==> config.mk <==
export PLATFORM = sky130hd
export DESIGN_NAME = frac_clk_divider
export DESIGN_NICKNAME = d
export VERILOG_FILES = /design/src/rtl/fdiv_pkg.sv /design/src/rtl/fdiv_mash2.sv /design/src/rtl/fdiv_period_ctr.sv /design/src/rtl/fdiv_sec_ctr.sv /design/src/rtl/frac_clk_divider.sv
export SDC_FILE = /design/constraint.sdc
export NUM_CORES = 1
export LEC_CHECK = 0
export ABC_CLOCK_PERIOD_IN_PS = 7500
export BUFFER_PORTS_ARGS = -buffer_cell sky130_fd_sc_hd__clkbuf_2
export CORE_MARGIN = 10
export CORE_UTILIZATION = 36
export DETAILED_ROUTE_END_ITERATION = 6
export PLACE_DENSITY = 0.51
export SLEW_MARGIN = 15
export SYNTH_ARGS = -nofsm -noshare
export SYNTH_HDL_FRONTEND = slang
export SYNTH_HIERARCHICAL = 1
export SYNTH_SLANG_ARGS = --single-unit
==> constraint.sdc <==
create_clock -name clk_ref -period 7.5 [get_ports clk_ref]
set_input_delay 1.875 -clock clk_ref [delete_from_list [all_inputs] [get_ports clk_ref]]
set_output_delay 1.875 -clock clk_ref [all_outputs]
set_load 0.05 [all_outputs]
==> src/rtl/fdiv_pkg.sv <==
package fdiv_pkg;

  // Lowest integer divide value the counter accepts.
  localparam int unsigned MIN_DIV = 3;

  // Combine the two stage carries and the delayed second carry into a
  // signed correction in the range -1..+2.
  function automatic logic signed [2:0] mash_combine(input logic c1,
                                                     input logic c2,
                                                     input logic c2_prev);
    return $signed({2'b00, c1}) + $signed({2'b00, c2}) - $signed({2'b00, c2_prev});
  endfunction

  // Output level for a count-down value 'left' inside a period of 'len'.
  function automatic logic in_high_phase(input int unsigned left,
                                         input int unsigned len);
    int unsigned pos;
    pos = len - 1 - left;
    return pos < (len >> 1);
  endfunction

  // Lift a value to a lower limit.
  function automatic int unsigned floor_to(input int unsigned v,
                                           input int unsigned lo);
    return (v < lo) ? lo : v;
  endfunction

endpackage

==> src/rtl/fdiv_mash2.sv <==
module fdiv_mash2 import fdiv_pkg::*; #(
  parameter int FRAC_W = 20
) (
  input  logic                clk,
  input  logic                rst_n,
  input  logic                step,
  input  logic [FRAC_W-1:0]   frac,
  output logic signed [2:0]   adj
);

  logic [FRAC_W-1:0] acc_a, acc_b;
  logic              carry2_d;
  logic [FRAC_W:0]   sum_a, sum_b;
  logic              carry1, carry2;

  always_comb begin
    sum_a  = {1'b0, acc_a} + {1'b0, frac};
    carry1 = sum_a[FRAC_W];
    sum_b  = {1'b0, acc_b} + {1'b0, sum_a[FRAC_W-1:0]};
    carry2 = sum_b[FRAC_W];
    adj    = mash_combine(carry1, carry2, carry2_d);
  end

  always_ff @(posedge clk or negedge rst_n) begin
    if (!rst_n) begin
      acc_a    <= '0;
      acc_b    <= '0;
      carry2_d <= 1'b0;
    end else if (step) begin
      acc_a    <= sum_a[FRAC_W-1:0];
      acc_b    <= sum_b[FRAC_W-1:0];
      carry2_d <= carry2;
    end
  end

  AST_ACC_HOLD: assert property (@(posedge clk) disable iff (!rst_n)
    !step |=> ($stable(acc_a) && $stable(acc_b) && $stable(carry2_d)));

endmodule

==> src/rtl/fdiv_period_ctr.sv <==
module fdiv_period_ctr import fdiv_pkg::*; #(
  parameter int NW = 7
) (
  input  logic          clk,
  input  logic          rst_n,
  input  logic          enable,
  input  logic [NW-1:0] n_load,
  output logic          boundary,
  output logic [NW-1:0] cur_n,
  output logic          clk_o
);

  logic [NW-1:0] left_q, left_d, n_d;
  logic          clk_d;

  assign boundary = enable && (left_q == '0);

  always_comb begin
    if (!enable) begin
      left_d = '0;
      n_d    = cur_n;
      clk_d  = 1'b0;
    end else if (boundary) begin
      left_d = n_load - NW'(1);
      n_d    = n_load;
      clk_d  = in_high_phase(32'(left_d), 32'(n_d));
    end else begin
      left_d = left_q - NW'(1);
      n_d    = cur_n;
      clk_d  = in_high_phase(32'(left_d), 32'(n_d));
    end
  end

  always_ff @(posedge clk or negedge rst_n) begin
    if (!rst_n) begin
      left_q <= '0;
      cur_n  <= '0;
      clk_o  <= 1'b0;
    end else begin
      left_q <= left_d;
      cur_n  <= n_d;
      clk_o  <= clk_d;
    end
  end

  AST_LOAD_AT_TC: assert property (@(posedge clk) disable iff (!rst_n)
    !boundary |=> $stable(cur_n));
  AST_START_HIGH: assert property (@(posedge clk) disable iff (!rst_n)
    boundary |=> clk_o);
  AST_IDLE_LOW: assert property (@(posedge clk) disable iff (!rst_n)
    !enable |=> !clk_o);
  AST_LEFT_RANGE: assert property (@(posedge clk) disable iff (!rst_n)
    (left_q == '0) || (left_q < cur_n));

endmodule

==> src/rtl/fdiv_sec_ctr.sv <==
module fdiv_sec_ctr #(
  parameter int SEC_COUNT = 32768
) (
  input  logic clk,
  input  logic rst_n,
  input  logic lp_mode,
  input  logic tick,
  output logic slow_o
);

  localparam int SW   = (SEC_COUNT > 2) ? $clog2(SEC_COUNT) : 1;
  localparam int HALF = SEC_COUNT / 2;

  logic [SW-1:0] idx_q;
  logic          wrap;

  assign wrap = (idx_q == SW'(SEC_COUNT - 1));

  always_ff @(posedge clk or negedge rst_n) begin
    if (!rst_n) begin
      idx_q  <= '0;
      slow_o <= 1'b0;
    end else if (!lp_mode) begin
      idx_q  <= '0;
      slow_o <= 1'b0;
    end else if (tick) begin
      slow_o <= (idx_q < SW'(HALF));
      idx_q  <= wrap ? '0 : idx_q + SW'(1);
    end
  end

  AST_SLOW_IDLE: assert property (@(posedge clk) disable iff (!rst_n)
    !lp_mode |=> !slow_o);
  AST_SLOW_ON_TICK: assert property (@(posedge clk) disable iff (!rst_n)
    (lp_mode && !tick) |=> $stable(slow_o));

endmodule

==> src/rtl/frac_clk_divider.sv <==
module frac_clk_divider import fdiv_pkg::*; #(
  parameter int FRAC_W    = 20,
  parameter int INT_W     = 6,
  parameter int SEC_COUNT = 32768
) (
  input  logic              clk_ref,
  input  logic              rst_n,
  input  logic              enable,
  input  logic              lp_mode,
  input  logic [INT_W-1:0]  div_int,
  input  logic [FRAC_W-1:0] div_frac,
  output logic              clk_div_o,
  output logic              clk_1hz_o
);

  localparam int NW = INT_W + 1;

  logic [INT_W-1:0]   int_eff;
  logic signed [2:0]  adj;
  logic signed [NW:0] n_sum;
  logic [NW-1:0]      n_load;
  logic [NW-1:0]      cur_n;
  logic               boundary;

  assign int_eff = INT_W'(floor_to(32'(div_int), MIN_DIV));
  assign n_sum   = $signed({2'b00, int_eff}) + adj;
  assign n_load  = n_sum[NW-1:0];

  fdiv_mash2 #(.FRAC_W(FRAC_W)) u_mash (
    .clk   (clk_ref),
    .rst_n (rst_n),
    .step  (boundary),
    .frac  (div_frac),
    .adj   (adj)
  );

  fdiv_period_ctr #(.NW(NW)) u_ctr (
    .clk      (clk_ref),
    .rst_n    (rst_n),
    .enable   (enable),
    .n_load   (n_load),
    .boundary (boundary),
    .cur_n    (cur_n),
    .clk_o    (clk_div_o)
  );

  fdiv_sec_ctr #(.SEC_COUNT(SEC_COUNT)) u_sec (
    .clk    (clk_ref),
    .rst_n  (rst_n),
    .lp_mode(lp_mode),
    .tick   (boundary),
    .slow_o (clk_1hz_o)
  );

  AST_ADJ_RANGE: assert property (@(posedge clk_ref) disable iff (!rst_n)
    boundary |=> ((int'(cur_n) >= int'($past(int_eff)) - 1) &&
                  (int'(cur_n) <= int'($past(int_eff)) + 2)));
  AST_MIN_DIV: assert property (@(posedge clk_ref) disable iff (!rst_n)
    boundary |=> (int'(cur_n) >= int'(MIN_DIV) - 1));

endmodule

==> out/results.txt <==
The run finished with clean final reports. The longest clock path from root to sink contains 2 buffers. Input and output buffers added on the ports amount to 31. Routability-driven placement finished with a final weighted congestion of 0.8678.

The count of final max-slew check failures is 0. The worst setup path is of the in2reg kind. For the number of buffers created by CTS, the log shows 9. After detailed routing, no signal wire sits above met4. The net count of the mapped netlist is 783.

The logs give 1520 ps for the setup slack on the worst flop-to-flop path and 32 for the top-level port count. In this run, synthesis produced a sequential element count of 72. The worst setup path is captured at a register. The transition time at the pin with the least slew margin came out at 958.5 ps.

For this design, the sink count on the clock tree is 72. For the number of antenna violations at the first check in global routing, the log shows 1. The cell sitting at the root of the clock tree is a clkbuf_16. The tools report the effective utilization at floorplan as 36.89%. Of all cell types, the one taking the most synthesized area is dfrtp_1. For the number of nets still failing antenna checks after routing, the log shows 0.

The number of different library cells used by synthesis comes to 72. Entering global routing, the biggest net connects 73 pins. Final instance area: 7432 µm². The tools report the fill cell instance count of the final layout as 1595.

The most common cell in the netlist is dfrtp_1. The floorplan step defined a die boundary enclosing 22680 µm². The routed design could run at a clock period as short as 7223 ps.

For the worst-skew pair, the clock arrives at the later sink with an insertion delay of 350 ps. Most used flip-flop cell after synthesis: dfrtp_1. For the highest achievable clock rate, the log shows 0.1385 GHz.

The number of global-route vias before repair was 5480; the storage element area was 1802 µm². The startpoint identified for the worst hold timing path is u_mash/acc_b[18]$_DFFE_PN0P_. The first global-routing pass estimated 26780 µm of wire. The delay of the slowest cell on the worst path is 400 ps. The tools report the data required time at the worst endpoint as 7750 ps. CTS built an H-tree with a depth of 3. The wire-length estimate of the detail-placed layout is 12340 µm. The average wire per standard cell is 15.98 µm. Sequential elements use 29.35% of the synthesized area. For the overflow left after global routing, the log shows 0. Cell count of the worst hold path: 2. After synthesis, the cell types taking the most area are dfrtp_1, ha_1, mux2_2. Global routing used 14.43% of the available tracks. The run gives 14.79 ps as the clock skew after layout. Cell area after placement: 7007 µm². The total area of multi-input combinational cells is 4229 µm². Measured against its own limit, the worst slew margin works out to 36.10%. Startpoint of the worst register-to-register path: u_mash/acc_a[0]$_DFFE_PN0P_. The run gives 5387 as the via count.

The floorplan has 47 rows. The via count normalized by instance count works out to 5.376. The die is 150.6 µm tall. In the detailed route, the total length drawn on met2 is 7780 µm. The share of post-route cells with drive strength above 1 came out at 24.46%.

The top cell type by area accounts for 29.35% of the synthesized area. Summed over all nets, wire length on met3 after detailed routing comes to 425 µm. The terminus of the critical flop-to-flop path is u_ctr/left_q[5]$_DFF_PN0_. The detailed router put a total of 7687 µm of wire on met1. Ranked by instance count, the synthesized netlist is headed by dfrtp_1, ha_1, nand2_1. The max capacitance violation total came out at 0.

The region available for standard cell placement spans 16640 µm². From synthesis to final layout, the design area changed by 21.05%. Count of routing violations after the opening detailed-route iteration: 259. The kind of start point of the critical path is an input pin.

The detailed-routing iteration count for the pre-antenna-repair pass came out at 5. Clock-pin slew on the worst setup and hold paths: 60 ps. The number of cells traversed by the worst register-to-register path came out at 29. In this run the horizontal extent of the chip is 150.6 µm.

Counting stages on the worst path, the most repeated cell is ha_1. Once layout is complete, the utilization of the core stands at 44.66%. The number of instances in the synthesized netlist was 683; the residual DRC count was 0. In this run the worst path has a maximum fanout of 3. The final setup violation count is 0. For this run, asynchronously set or reset flops after synthesis account for 100.0%. Data on the critical path arrives at its endpoint at 7480 ps. The count of synthesis-stage warnings from yosys is 6.

The average instance in the mapped netlist occupies 8.989 µm². The largest individual stage delay along the critical path comes from the cell or3_4. The final hold violation count is 0. The min-delay analysis places its worst path in the category reg2reg. The run gives 16010 µm as the final routed wirelength across all metal layers. The netlist area before placement is 6140 µm², and the total number of nets in the final design is 876. The path with the worst hold slack has its endpoint at u_mash/acc_b[18]$_DFFE_PN0P_. The final clock period utilization by the worst path works out to 96.30%. TritonCTS built the clock tree. Counting flops with a built-in enable in the synthesized netlist gives 0.
-- flip-flops by register name (all words and copies together) (netlist names) --
| name | cells |
|---|---|
| u_ctr/clk_o | 1 |
| u_ctr/cur_n | 7 |
| u_ctr/left_q | 7 |
| u_mash/acc_a | 20 |
| u_mash/acc_b | 20 |
| u_mash/carry2_d | 1 |
| u_sec/idx_q | 15 |
| u_sec/slow_o | 1 |
-- repair_timing --
action / CTS / global route
resized for setup: 1 / 26
hold buffers: 0 / 0
pin swaps: 0 / 13
setup buffers: 0 / 1
endpoints found under the setup margin: 1 / 7
hold endpoints to repair: 0 / 0
-- final cells by class --
type / count / area share, %
Clock inverter: 5 / 0.8586
Tap cell: 220 / 3.704
Timing Repair Buffer: 100 / 9.091
Inverter: 35 / 1.768
Clock buffer: 11 / 3.401
Sequential cell: 72 / 24.24
Antenna cell: 1 / 0.03367
Multi-Input combinational cell: 558 / 56.90
-- cells in the final DEF (no fill, tap or decap), types with 22 or more instances in the layout --
cell	netlist	routed
mux2_2	28	28
inv_1	34	33
buf_4	0	70
nand2_1	58	58
o21ai_0	40	33
clkbuf_2	2	30
nor2_1	43	43
a21oi_1	51	47
xor2_1	22	22
dfrtp_1	72	72
ha_1	66	65
xnor2_1	35	33
-- routing by layer --
layer  vias to the layer above  GRT usage (%)
met1                      2607          18.34
met3                         6          2.791
met2                        63          24.45
li1                       2711              -
met4                         0          3.802
met5                         -              0
-- worst max-delay path, delay by kind of cell --
| kind | cells | cell delay (ps) |
|---|---|---|
| xor gates and xnor gates | 3 | 470 |
| and+or+nand+nor | 5 | 1150 |
| adders and majority gates | 7 | 1750 |
| AOI/OAI and AO/OA | 9 | 1810 |
| buffers and inverters | 6 | 430 |
-- metrics by stage --
stage	instances	hold WS (ps)	setup WS, ps	setup TNS (ps)
detailed placement	984	492.3	-326.6	-1204
floorplan	683	458.1	34.22	0
CTS	1000	509.3	72.08	0
global route	1001	524.7	-5.081	-5.081
global placement	984	491.5	-229.2	-611.7
finish	1002	504.3	277.4	0
-- how the worst max path moves through the flow --
stage,startpoint,endpoint,slack (ps),depth (start not counted)
2_1_floorplan,div_frac[0],u_ctr/left_q[5]$_DFF_PN0_,30,30
6_report,div_frac[0],u_ctr/left_q[5]$_DFF_PN0_,280,30
4_1_cts,div_frac[0],u_ctr/left_q[6]$_DFF_PN0_,70,32
3_3_place_gp,div_frac[0],u_ctr/left_q[6]$_DFF_PN0_,-230,32
5_1_grt,div_frac[1],u_ctr/left_q[6]$_DFF_PN0_,-5,33
3_5_place_dp,div_frac[0],u_ctr/left_q[6]$_DFF_PN0_,-330,32
-- cells by family after synthesis --
logic type,share of synthesized area (%)
compound gates,20.30
xor+xnor,8.131
fa+ha+maj,14.75
buf+inv,3.383
flops,29.35
mux,5.788
simple gates,18.30
Power is left out: the tool's default activity adds up to more than one toggle a clock period on the data nets, which glitch-free logic cannot reach.
